--- src/rtl/acc4_pkg.sv ---
package acc4_pkg;
  localparam int OPC_W = 4;

  localparam logic [OPC_W-1:0] OP_NOP = 4'd0;
  localparam logic [OPC_W-1:0] OP_LDI = 4'd1;
  localparam logic [OPC_W-1:0] OP_ADI = 4'd2;
  localparam logic [OPC_W-1:0] OP_SBI = 4'd3;
  localparam logic [OPC_W-1:0] OP_STA = 4'd4;
  localparam logic [OPC_W-1:0] OP_LDM = 4'd5;
  localparam logic [OPC_W-1:0] OP_ADM = 4'd6;
  localparam logic [OPC_W-1:0] OP_SBM = 4'd7;
  localparam logic [OPC_W-1:0] OP_JMP = 4'd8;
  localparam logic [OPC_W-1:0] OP_BRC = 4'd9;
  localparam logic [OPC_W-1:0] OP_BRN = 4'd10;
  localparam logic [OPC_W-1:0] OP_BRZ = 4'd11;
  localparam logic [OPC_W-1:0] OP_JMI = 4'd12;

  // bit of the opcode that picks a memory operand for load/add/subtract
  localparam int MEM_SEL_BIT = 2;
endpackage

--- src/rtl/acc4_mem.sv ---
module acc4_mem #(
  parameter int ADDR_W = 4,
  parameter int WORD_W = 8
) (
  input  logic              clk,
  input  logic              we,
  input  logic [ADDR_W-1:0] waddr,
  input  logic [WORD_W-1:0] wdata,
  input  logic [ADDR_W-1:0] ra_addr,
  output logic [WORD_W-1:0] ra_data,
  input  logic [ADDR_W-1:0] rb_addr,
  output logic [WORD_W-1:0] rb_data
);
  localparam int DEPTH = 1 << ADDR_W;

  logic [WORD_W-1:0] store [DEPTH];

  always_ff @(posedge clk) begin
    if (we) store[waddr] <= wdata;
  end

  assign ra_data = store[ra_addr];
  assign rb_data = store[rb_addr];
endmodule

--- src/rtl/acc4_alu.sv ---
module acc4_alu #(
  parameter int DATA_W = 4
) (
  input  logic [DATA_W-1:0] a,
  input  logic [DATA_W-1:0] b,
  input  logic              sub,
  output logic [DATA_W:0]   sum
);
  logic [DATA_W:0] b_ext;

  always_comb begin
    b_ext = {1'b0, (sub ? ~b : b)};
    sum   = {1'b0, a} + b_ext + {{DATA_W{1'b0}}, sub};
  end
endmodule

--- src/rtl/acc4_flags.sv ---
module acc4_flags #(
  parameter int DATA_W = 4
) (
  input  logic              clk,
  input  logic              rst,
  input  logic              sample,
  input  logic              commit,
  input  logic [DATA_W-1:0] acc,
  input  logic [DATA_W:0]   next_raw,
  output logic              flag_c,
  output logic              flag_z,
  output logic              flag_n
);
  logic carry_pend;
  logic result_moves;

  assign result_moves = (next_raw != {1'b0, acc});

  always_ff @(posedge clk) begin
    if (rst) begin
      carry_pend <= 1'b0;
      flag_c     <= 1'b0;
      flag_z     <= 1'b0;
      flag_n     <= 1'b0;
    end else begin
      if (sample) begin
        flag_c <= carry_pend;
        flag_z <= (acc == '0);
        flag_n <= acc[DATA_W-1];
      end
      if (commit && result_moves) carry_pend <= next_raw[DATA_W];
    end
  end

  // an unchanged result leaves the pending carry alone
  a_r6_carry_hold: assert property (@(posedge clk) disable iff (rst)
    (commit && next_raw == {1'b0, acc}) |=> $stable(carry_pend));

  // flags are only refreshed at the end of a fetch phase
  a_r7_flags_hold: assert property (@(posedge clk) disable iff (rst)
    commit |=> $stable({flag_c, flag_z, flag_n}));
endmodule

--- src/rtl/acc4_cpu.sv ---
module acc4_cpu #(
  parameter int DATA_W = 4
) (
  input  logic                             clk,
  input  logic                             rst,
  input  logic                             ld_en,
  input  logic [DATA_W-1:0]                ld_addr,
  input  logic [acc4_pkg::OPC_W+DATA_W-1:0] ld_data,
  input  logic [DATA_W-1:0]                code_last,
  output logic                             dbg_phase,
  output logic [DATA_W-1:0]                dbg_pc,
  output logic [DATA_W-1:0]                dbg_addr,
  output logic [acc4_pkg::OPC_W+DATA_W-1:0] dbg_data,
  output logic [acc4_pkg::OPC_W-1:0]       dbg_ir,
  output logic [DATA_W-1:0]                dbg_dr,
  output logic [DATA_W-1:0]                dbg_acc,
  output logic                             dbg_c,
  output logic                             dbg_z,
  output logic                             dbg_n
);
  import acc4_pkg::*;

  localparam int ADDR_W = DATA_W;
  localparam int WORD_W = OPC_W + DATA_W;

  logic              phase;
  logic [DATA_W-1:0] pc, acc, dr;
  logic [OPC_W-1:0]  ir;
  logic              flag_c, flag_z, flag_n;

  logic [ADDR_W-1:0] ra_addr, addr_bus, mem_waddr;
  logic [WORD_W-1:0] ra_data, rb_data, fetch_word, mem_wdata;
  logic              mem_we;
  logic [DATA_W-1:0] operand, target_ind;
  logic              is_sub, do_store;
  logic [DATA_W:0]   alu_sum, next_raw;
  logic [DATA_W-1:0] next_pc;

  // ---------------- memory and buses ----------------
  assign ra_addr    = phase ? dr : pc;
  assign target_ind = ra_data[DATA_W-1:0];
  assign addr_bus   = phase ? ((ir == OP_JMI) ? target_ind : dr) : pc;
  assign fetch_word = (pc > code_last) ? '0 : ra_data;

  assign mem_we    = rst ? ld_en : (phase && do_store);
  assign mem_waddr = rst ? ld_addr : dr;
  assign mem_wdata = rst ? ld_data : {{OPC_W{1'b0}}, acc};

  acc4_mem #(.ADDR_W(ADDR_W), .WORD_W(WORD_W)) u_mem (
    .clk     (clk),
    .we      (mem_we),
    .waddr   (mem_waddr),
    .wdata   (mem_wdata),
    .ra_addr (ra_addr),
    .ra_data (ra_data),
    .rb_addr (addr_bus),
    .rb_data (rb_data)
  );

  // ---------------- execute ----------------
  assign operand = ir[MEM_SEL_BIT] ? ra_data[DATA_W-1:0] : dr;
  assign is_sub  = (ir == OP_SBI) || (ir == OP_SBM);

  acc4_alu #(.DATA_W(DATA_W)) u_alu (
    .a   (acc),
    .b   (operand),
    .sub (is_sub),
    .sum (alu_sum)
  );

  always_comb begin
    next_raw = {1'b0, acc};
    next_pc  = pc + 1'b1;
    do_store = 1'b0;
    case (ir)
      OP_LDI, OP_LDM:                 next_raw = {1'b0, operand};
      OP_ADI, OP_ADM, OP_SBI, OP_SBM: next_raw = alu_sum;
      OP_STA:                         do_store = 1'b1;
      OP_JMP:                         next_pc  = dr;
      OP_JMI:                         next_pc  = target_ind;
      OP_BRC: if (flag_c)             next_pc  = pc + dr;
      OP_BRN: if (flag_n)             next_pc  = pc + dr;
      OP_BRZ: if (flag_z)             next_pc  = pc + dr;
      default: ;
    endcase
  end

  acc4_flags #(.DATA_W(DATA_W)) u_flags (
    .clk      (clk),
    .rst      (rst),
    .sample   (!phase),
    .commit   (phase),
    .acc      (acc),
    .next_raw (next_raw),
    .flag_c   (flag_c),
    .flag_z   (flag_z),
    .flag_n   (flag_n)
  );

  // ---------------- state ----------------
  always_ff @(posedge clk) begin
    if (rst) begin
      phase <= 1'b0;
      pc    <= '0;
      acc   <= '0;
      ir    <= '0;
      dr    <= '0;
    end else if (!phase) begin
      phase <= 1'b1;
      ir    <= fetch_word[WORD_W-1:DATA_W];
      dr    <= fetch_word[DATA_W-1:0];
    end else begin
      phase <= 1'b0;
      pc    <= next_pc;
      acc   <= next_raw[DATA_W-1:0];
    end
  end

  assign dbg_phase = phase;
  assign dbg_pc    = pc;
  assign dbg_addr  = addr_bus;
  assign dbg_data  = rb_data;
  assign dbg_ir    = ir;
  assign dbg_dr    = dr;
  assign dbg_acc   = acc;
  assign dbg_c     = flag_c;
  assign dbg_z     = flag_z;
  assign dbg_n     = flag_n;

  // ---------------- assertions ----------------
  a_r3_phase_alt: assert property (@(posedge clk) disable iff (rst)
    phase |=> !phase);

  a_r3_pc_fetch_hold: assert property (@(posedge clk) disable iff (rst)
    !phase |=> $stable(pc));

  a_r8_write_only_store: assert property (@(posedge clk) disable iff (rst)
    mem_we |-> (phase && ir == OP_STA));

  a_r9_abs_jump: assert property (@(posedge clk) disable iff (rst)
    (phase && ir == OP_JMP) |=> (pc == $past(dr)));

  a_r10_untaken_carry: assert property (@(posedge clk) disable iff (rst)
    (phase && ir == OP_BRC && !flag_c) |=> (pc == $past(pc) + 1'b1));

  a_r11_nop_advance: assert property (@(posedge clk) disable iff (rst)
    (phase && ir == OP_NOP) |=> (pc == $past(pc) + 1'b1 && acc == $past(acc)));
endmodule

--- config.mk ---
export PLATFORM = sky130hd
export DESIGN_NAME = acc4_cpu
export DESIGN_NICKNAME = d
export VERILOG_FILES = /design/src/rtl/acc4_pkg.sv /design/src/rtl/acc4_mem.sv /design/src/rtl/acc4_alu.sv /design/src/rtl/acc4_flags.sv /design/src/rtl/acc4_cpu.sv
export SDC_FILE = /design/constraint.sdc
export NUM_CORES = 1
export LEC_CHECK = 0
export BUFFER_PORTS_ARGS = -buffer_cell sky130_fd_sc_hd__buf_2
export CORE_ASPECT_RATIO = 0.5
export CORE_MARGIN = 2
export CORE_UTILIZATION = 40
export DETAILED_ROUTE_END_ITERATION = 16
export GPL_ROUTABILITY_DRIVEN = 1
export MAX_ROUTING_LAYER = met4
export PLACE_DENSITY_LB_ADDON = 0.12
export SYNTH_ARGS = -nofsm -noshare
export SYNTH_HDL_FRONTEND = slang
export SYNTH_SLANG_ARGS = --single-unit
--- constraint.sdc ---
create_clock -name clk -period 6.35 [get_ports clk]
set_input_delay 0.635 -clock clk [delete_from_list [all_inputs] [get_ports clk]]
set_output_delay 0.635 -clock clk [all_outputs]
set_load 0.02 [all_outputs]
==> summary.txt, run 1 <==
Outcome
  • Outcome: finished clean

Hold path
  • Hold WC Path Type: flip-flop to flip-flop
  • Hold_sp: u_flags.flag_c

Logic synthesis
  • Number of flops mapped to enable cells by yosys: 128
  • Asr flop ratio synth: 0%
  • Syn_nets: 891
  • #FFs+latches synth: 149
  • Netlist cell types: 74
  • YS warnings: 0
  • Synth Flop Type: edfxtp_1
  • Syn Area/Cell: 10.7 µm²
  • Sequential share of the synthesized area: 46.4%
  • Cell Area, Synth: 9180 µm²
  • Mapped Cells: 859

Global route
  • First-pass GRT wire length: 43.7 mm
  • Gr ovfl total: 0
  • Busiest grt layer: met1
  • Met3 Usage GRT: 4.14%
  • M1 GR Usage: 36.0%
  • Largest net degree at the start of global routing: 65
  • Total Routing Usage GR: 25.0%
  • Initial antenna violation count: 0
  • GR Util met2: 35.9%
  • Vias in the first global route: 6953

Die
  • Top Ports: 51
  • Initial cell density of the core: 40.5%
  • Die Y-Extent: 111 µm
  • Core area: 22700 µm²
  • Area of the die: 24300 µm²
  • Die Width: 218 µm
  • Row count: 39

Power
  • Leakage: 3.39 nW
  • Seq pwr share: 41.8%
  • Comb power frac: 25.7%
  • Total Power: 2.76 mW
  • P_int: 1.84 mW
  • Psw: 0.916 mW
  • VDD IR max: 204 µV
  • Clock Power Share: 32.4%
  • Switch share: 33.2%
  • PwrDens: 271 nW/µm²

Finish
  • Antenna Cells: 0
  • Filler Cell Count: 2135
  • Share of layout cells above drive strength 1: 15.1%
  • Final #Nets: 910
  • Layout area overhead: 10.8%

Job
  • Max capacitance violation total: 0

Clocking
  • Post-CTS sizing: 0
  • Clk Latency, worst-skew pair: 0.43 ns
  • # Post-CTS Setup Buffers: 0
  • CTS tree: built
  • Clk sinks: 149
  • Post-CTS Hold Buffers: 0
  • Reg clk slew, reported paths: 0.06 ns
  • H-tree levels: 4
  • CTS Buffer Depth: 2
  • Number of buffers created by CTS: 17
  • CTS root buffer: clkbuf_16

STA
  • FMAX: 0.191 GHz
  • Max Slew Vio Count: 0
  • Setup TNS: 0 ns
  • Setup-failing EPs final: 0
  • Post-route minimum period: 5.23 ns
  • Tightest Pin Transition: 1.19 ns
  • Slew HR: 20.1%
  • RSZ-0062 raised after global routing: no
  • Clock Skew: 0.0114 ns
  • Final Hold Vio Count: 0
  • Final Cycle Share: 82.4%

Detailed routing
  • Via Count: 7487
  • Avg WL per Cell: 24.4 µm
  • Iter 0 DRT Violations: 1040
  • First-pass DRT Iterations: 5
  • DRC: 0
  • Vias per inst: 6.26
  • WL final: 29.2 mm
  • Post-DRT Antenna Nets: 0

Critical path
  • Worst setup startpoint: dbg_dr[0]
  • CP Class: flip-flop to output pin
  • Worst path arrival time: 4.60 ns
  • Worst-path maximum fanout: 64
  • Startpoint types: flip-flop
  • WP data required: 5.71 ns
  • R2R Path Start: dbg_dr[1]
  • CP endpoint kind: output pin

Placed design
  • PortBufs: 50
  • GPL Wtd Cong: 0.922
  • HPWL after detailed placement: 19.5 mm
## Yosys cell counts (3+ instances only)
library cell	instances	share of area (%)
ha_1	11	1.5
and2_0	3	0.20
nand3b_1	6	0.49
mux2i_1	95	10
a211oi_1	27	2.2
a211o_1	8	0.76
buf_1	12	0.49
dfxtp_1	21	4.6
a221oi_1	39	3.7
nand2b_1	4	0.27
buf_4	3	0.25
buf_6	6	0.74
clkbuf_1	38	1.6
a32o_1	4	0.44
edfxtp_1	128	42
nand2_1	87	3.6
a311oi_1	11	1.0
nor2b_1	4	0.27
and3_1	3	0.20
o21ai_1	3	0.16
nand3_1	18	0.98
mux4_2	10	2.5
mux4_1	3	0.86
mux2_2	7	0.86
o221ai_1	3	0.29
nor3_1	9	0.49
and2_1	14	0.95
buf_2	13	0.71
a21oi_1	23	1.3
inv_1	16	0.65
o21ai_0	30	1.6
o2bb2ai_1	8	0.76
nand4_1	4	0.27
a22oi_1	32	2.6
a31oi_1	10	0.68
nor2_1	83	3.4
xnor2_1	7	0.67
o211ai_1	10	0.82
## logic make-up (layout without fill, tap and decap cells)
| family | after synthesis | count (layout) | share of synthesized area (%) |
|---|---|---|---|
| and+or+nand+nor | 249 | 249 | 12.3 |
| AOI/OAI and AO/OA | 233 | 233 | 19.1 |
| DFF | 149 | 149 | 46.4 |
| muxes | 117 | 117 | 14.9 |
| buffers and inverters | 89 | 119 | 4.43 |
| adders and majority gates | 13 | 13 | 1.93 |
| xor gates and xnor gates | 9 | 9 | 0.858 |
## layer usage
metal  up-vias  share of wire (%)
met4         0                1.9
met5         -                  0
li1       3378                  -
met2       315                 44
met3        34                6.6
met1      3760                 47
## worst max-delay path, stage by stage, from the launching register on
cell	delay, ns
dfxtp_1	0.63
mux2_4	0.65
mux4_1	0.66
nand2_1	0.09
and4_4	0.29
o211a_2	0.19
buf_4	0.61
a221oi_1	0.30
mux2i_1	0.23
a22oi_1	0.12
o221ai_1	0.11
buf_2	0.22
## registers in the layout, indices dropped and copies added (netlist names)
| signal | cells |
|---|---|
| u_flags.carry_pend | 1 |
| u_mem.store | 128 |
| u_flags.flag_c | 1 |
| dbg_phase | 1 |
| dbg_dr | 4 |
| u_flags.flag_z | 1 |
| u_flags.flag_n | 1 |
| dbg_acc | 4 |
| dbg_ir | 4 |
| dbg_pc | 4 |
## final timing paths
check                            end  slack (ns)  cells after the start
setup / recovery         dbg_data[7]        1.12                     11
hold / removal        u_flags.flag_c        0.48                      2
setup reg to reg  u_flags.carry_pend        1.74                     16
hold reg to reg       u_flags.flag_c        0.48                      2
## area by class of cell
| cell class | count | area [µm²] | area share (%) |
|---|---|---|---|
| clock buffers | 20 | 437 | 4.29 |
| clock inverters | 10 | 62.6 | 0.615 |
| multi-input cells | 621 | 4540 | 44.6 |
| flip-flops and latches | 149 | 4270 | 42.0 |
| repair buffers | 72 | 415 | 4.08 |
| well taps | 307 | 384 | 3.77 |
| inverters | 17 | 63.8 | 0.627 |
## layout by cell type (no fill, tap or decap), drive strengths merged, types with 6 or more instances in the layout
| master | instances |
|---|---|
| o211ai | 10 |
| o21ai | 33 |
| buf | 72 |
| mux4 | 13 |
| a311oi | 11 |
| a211oi | 29 |
| o2bb2ai | 8 |
| a211o | 8 |
| ha | 11 |
| a221oi | 40 |
| nand2 | 87 |
| clkinv | 10 |
| clkbuf | 20 |
| mux2i | 96 |
| xnor2 | 7 |
| nor3 | 9 |
| dfxtp | 21 |
| inv | 16 |
| a22oi | 33 |
| a31oi | 10 |
| nor2 | 83 |
| mux2 | 8 |
| edfxtp | 128 |
| nand3 | 18 |
| and2 | 17 |
| nand3b | 6 |
| a21oi | 23 |
## power groups by stage
stage / Clock (mW) / Sequential [mW] / Combinational, mW
finish: 0.896 / 1.15 / 0.710
global route: 0.945 / 1.16 / 0.767
CTS: 0.909 / 1.15 / 0.703
detailed placement: 0 / 1.17 / 0.700
global placement: 0 / 1.17 / 0.697
floorplan: 0 / 1.15 / 0.514
## through the flow
stage               std cells  hold WS, ns  instance area [µm²]  util [%]  worst slack (ns)
floorplan                 859        0.448                 9180         -              2.71
finish                   1196        0.476                10200      44.9              1.12
global route             1196        0.493                10200      44.9             0.935
global placement         1166        0.464                 9680      42.7              1.63
detailed placement       1166        0.463                 9680      42.7              1.66
CTS                      1196        0.471                10200      44.9              1.17
No activity file was read; power rests on OpenSTA's default activity.
==> run 2, diff against run 1 <==
clock period = 5.1 ns   (was 6.35 ns; I/O delays follow)
==> run 2 against run 1 <==
Compared with the run above: core utilization rose by 0.88 points; clock skew down 0.0042 ns; die area unchanged; register-to-register slack worse by 0.96 ns; worst hold slack better by 0.0053 ns; non-clock buffer count up 15; critical path depth down 1; largest cell class unchanged; highest routed layer unchanged.
==> summary.txt, run 2 (synthesis results as in run 1) <==
STA
  • Setup TNS: 0 ns (unchanged)
  • Slew HR: 13.5% (was 20.1%)
  • FMAX: 0.202 GHz
  • Tightest Pin Transition: 1.29 ns (was 1.19 ns)
  • Setup-failing EPs final: 0 (unchanged)
  • Post-route minimum period: 4.95 ns
  • RSZ-0062 raised after global routing: no (unchanged)
  • Max Slew Vio Count: 0 (unchanged)
  • Final Hold Vio Count: 0 (unchanged)
  • Clock Skew: 0.00721 ns (was 0.0114 ns)
  • Final Cycle Share: 97.0%
  • Setup ws final: 0.154 ns (was 1.12 ns)
  • Hold WS: 0.481 ns (was 0.476 ns)

Critical path
  • Worst-path cell with the longest stage delay: or2_0 (was mux4_1)
  • Worst setup startpoint: dbg_phase (was dbg_dr[0])
  • R2R Path Start: dbg_dr[0] (was dbg_dr[1])
  • Crit-path most repeated cell: mux2i_1
  • CP Class: flip-flop to output pin (unchanged)
  • WP data required: 4.59 ns (was 5.71 ns)
  • Worst path arrival time: 4.44 ns (was 4.60 ns)
  • Startpoint types: flip-flop (unchanged)
  • Worst-path maximum fanout: 19 (was 64)
  • Critical path, cell by cell: mux2_2 > buf_4 > mux4_2 > nand2_1 > nand4_1 > mux2i_1 > mux2i_1 > or2_0 > o221ai_1 > buf_2 (was mux2_4 > mux4_1 > nand2_1 > and4_4 > o211a_2 > buf_4 > a221oi_1 > mux2i_1 > a22oi_1 > o221ai_1 > buf_2)
  • Max incr delay on CP: 0.79 ns (was 0.66 ns)
  • CP endpoint kind: output pin (unchanged)

Finish
  • Final Non-Filler Cells: 1212 (was 1196)
  • Max reg flops: 128 (unchanged)
  • Layout area overhead: 13.0% (was 10.8%)
  • Commonest non-fill, non-tap cell in the layout: edfxtp_1 (unchanged)
  • Most frequent cells in the layout: edfxtp_1, mux2i_1, nand2_1, nor2_1, buf_2 (unchanged)
  • Area of the multi-input gates: 4550 µm² (was 4540 µm²)
  • Filler Cell Count: 2126 (was 2135)
  • Final Cell Area: 10400 µm² (was 10200 µm²)
  • Util after Layout: 45.7% (was 44.9%)
  • Seq. cell area: 4270 µm² (unchanged)
  • Antenna Cells: 0 (unchanged)
  • Biggest register: u_mem.store (unchanged)
  • Share of layout cells above drive strength 1: 16.6% (was 15.1%)
  • Final #Nets: 925 (was 910)

Detailed routing
  • Via Count: 7611 (was 7487)
  • Avg WL per Cell: 24.8 µm (was 24.4 µm)
  • WL final: 30.0 mm (was 29.2 mm)
  • Iter 0 DRT Violations: 1044 (was 1040)
  • First-pass DRT Iterations: 8 (was 5)
  • DRC: 0 (unchanged)
  • Vias per inst: 6.28 (was 6.26)
  • Post-DRT Antenna Nets: 0 (unchanged)

Die
  • Die Width: 218 µm (unchanged)
  • Die Y-Extent: 111 µm (unchanged)
  • Initial cell density of the core: 40.5% (unchanged)
  • Area of the die: 24300 µm² (unchanged)
  • Core area: 22700 µm² (unchanged)
  • Top Ports: 51 (unchanged)
  • Row count: 39 (unchanged)

Clocking
  • Post-CTS Hold Buffers: 0 (unchanged)
  • CTS root buffer: clkbuf_16 (unchanged)
  • CTS Buffer Depth: 2 (unchanged)
  • CTS tree: built (unchanged)
  • Reg clk slew, reported paths: 0.06 ns (about the same)
  • Post-CTS sizing: 0 (unchanged)
  • Clk Latency, worst-skew pair: 0.43 ns (about the same)
  • # Post-CTS Setup Buffers: 0 (unchanged)
  • Number of buffers created by CTS: 17 (unchanged)
  • H-tree levels: 4 (unchanged)
  • Clk sinks: 149 (unchanged)

Global route
  • Vias in the first global route: 7049 (was 6953)
  • Gr ovfl total: 0 (unchanged)
  • First-pass GRT wire length: 45.1 mm (was 43.7 mm)
  • Total Routing Usage GR: 25.9% (was 25.0%)
  • Largest net degree at the start of global routing: 63 (was 65)
  • Initial antenna violation count: 0 (unchanged)

Power
  • PwrDens: 345 nW/µm² (was 271 nW/µm²)
  • Total Power: 3.58 mW (was 2.76 mW)
  • VDD IR max: 261 µV (was 204 µV)
  • Leakage: 3.50 nW (was 3.39 nW)

Placed design
  • GPL Wtd Cong: 0.903 (was 0.922)
  • PortBufs: 50 (unchanged)
  • HPWL after detailed placement: 20.0 mm (was 19.5 mm)
  • DP Area: 9820 µm² (was 9680 µm²)
  • DP Worst Slack: 0.744 ns (was 1.66 ns)
  • Cells after DPL: 1181 (was 1166)

Hold path
  • Hold_sp: u_flags.flag_c (unchanged)
  • Hold WC Path Type: flip-flop to flip-flop (unchanged)

Outcome
  • Outcome: finished clean (unchanged)

Job
  • Max capacitance violation total: 0 (unchanged)
## run 2: cell count changes in the layout (fill, tap and decap cells not counted), sizes merged
cell,change
clkinvlp,+1
inv,+3
bufinv,+2
clkbuf,-2
clkinv,-3
buf,+15
## run 2: cell type report
| type | instances | share of cell area [%] |
|---|---|---|
| clock inverters | 13 | 1.25 |
| well taps | 307 | 3.70 |
| clock buffers | 18 | 4.14 |
| inverters | 17 | 0.615 |
| repair buffers | 87 | 5.33 |
| flip-flops and latches | 149 | 41.2 |
| multi-input cells | 621 | 43.8 |
## run 2: worst max-delay path, delay by kind of cell, from the launching register on
family,cells,cell delay (ns)
AOI/OAI and AO/OA,1,0.27
muxes,4,1.64
and+or+nand+nor,3,1.09
DFF,1,0.51
buffers and inverters,2,0.48
## run 2: power by group
| group | internal [mW] | leakage [nW] | total (mW) | switching (mW) |
|---|---|---|---|---|
| clock | 0.715 | 0.267 | 1.24 | 0.522 |
| combinational | 0.343 | 1.89 | 0.925 | 0.582 |
| sequential | 1.36 | 1.34 | 1.42 | 0.0608 |
## run 2: metal layers
metal  wire length, µm  global-route usage [%]
met4               371                    5.58
met1             13900                    37.2
met5                 0                       -
met2             13200                    37.4
met3              2540                    5.95
## run 2: worst paths after layout
path / slack [ns] / endpoint / cells past startpoint
setup reg to reg: 0.78 / u_flags.carry_pend / 14
hold reg to reg: 0.48 / u_flags.flag_c / 2
hold / removal: 0.48 / u_flags.flag_c / 2
setup / recovery: 0.15 / dbg_data[5] / 10
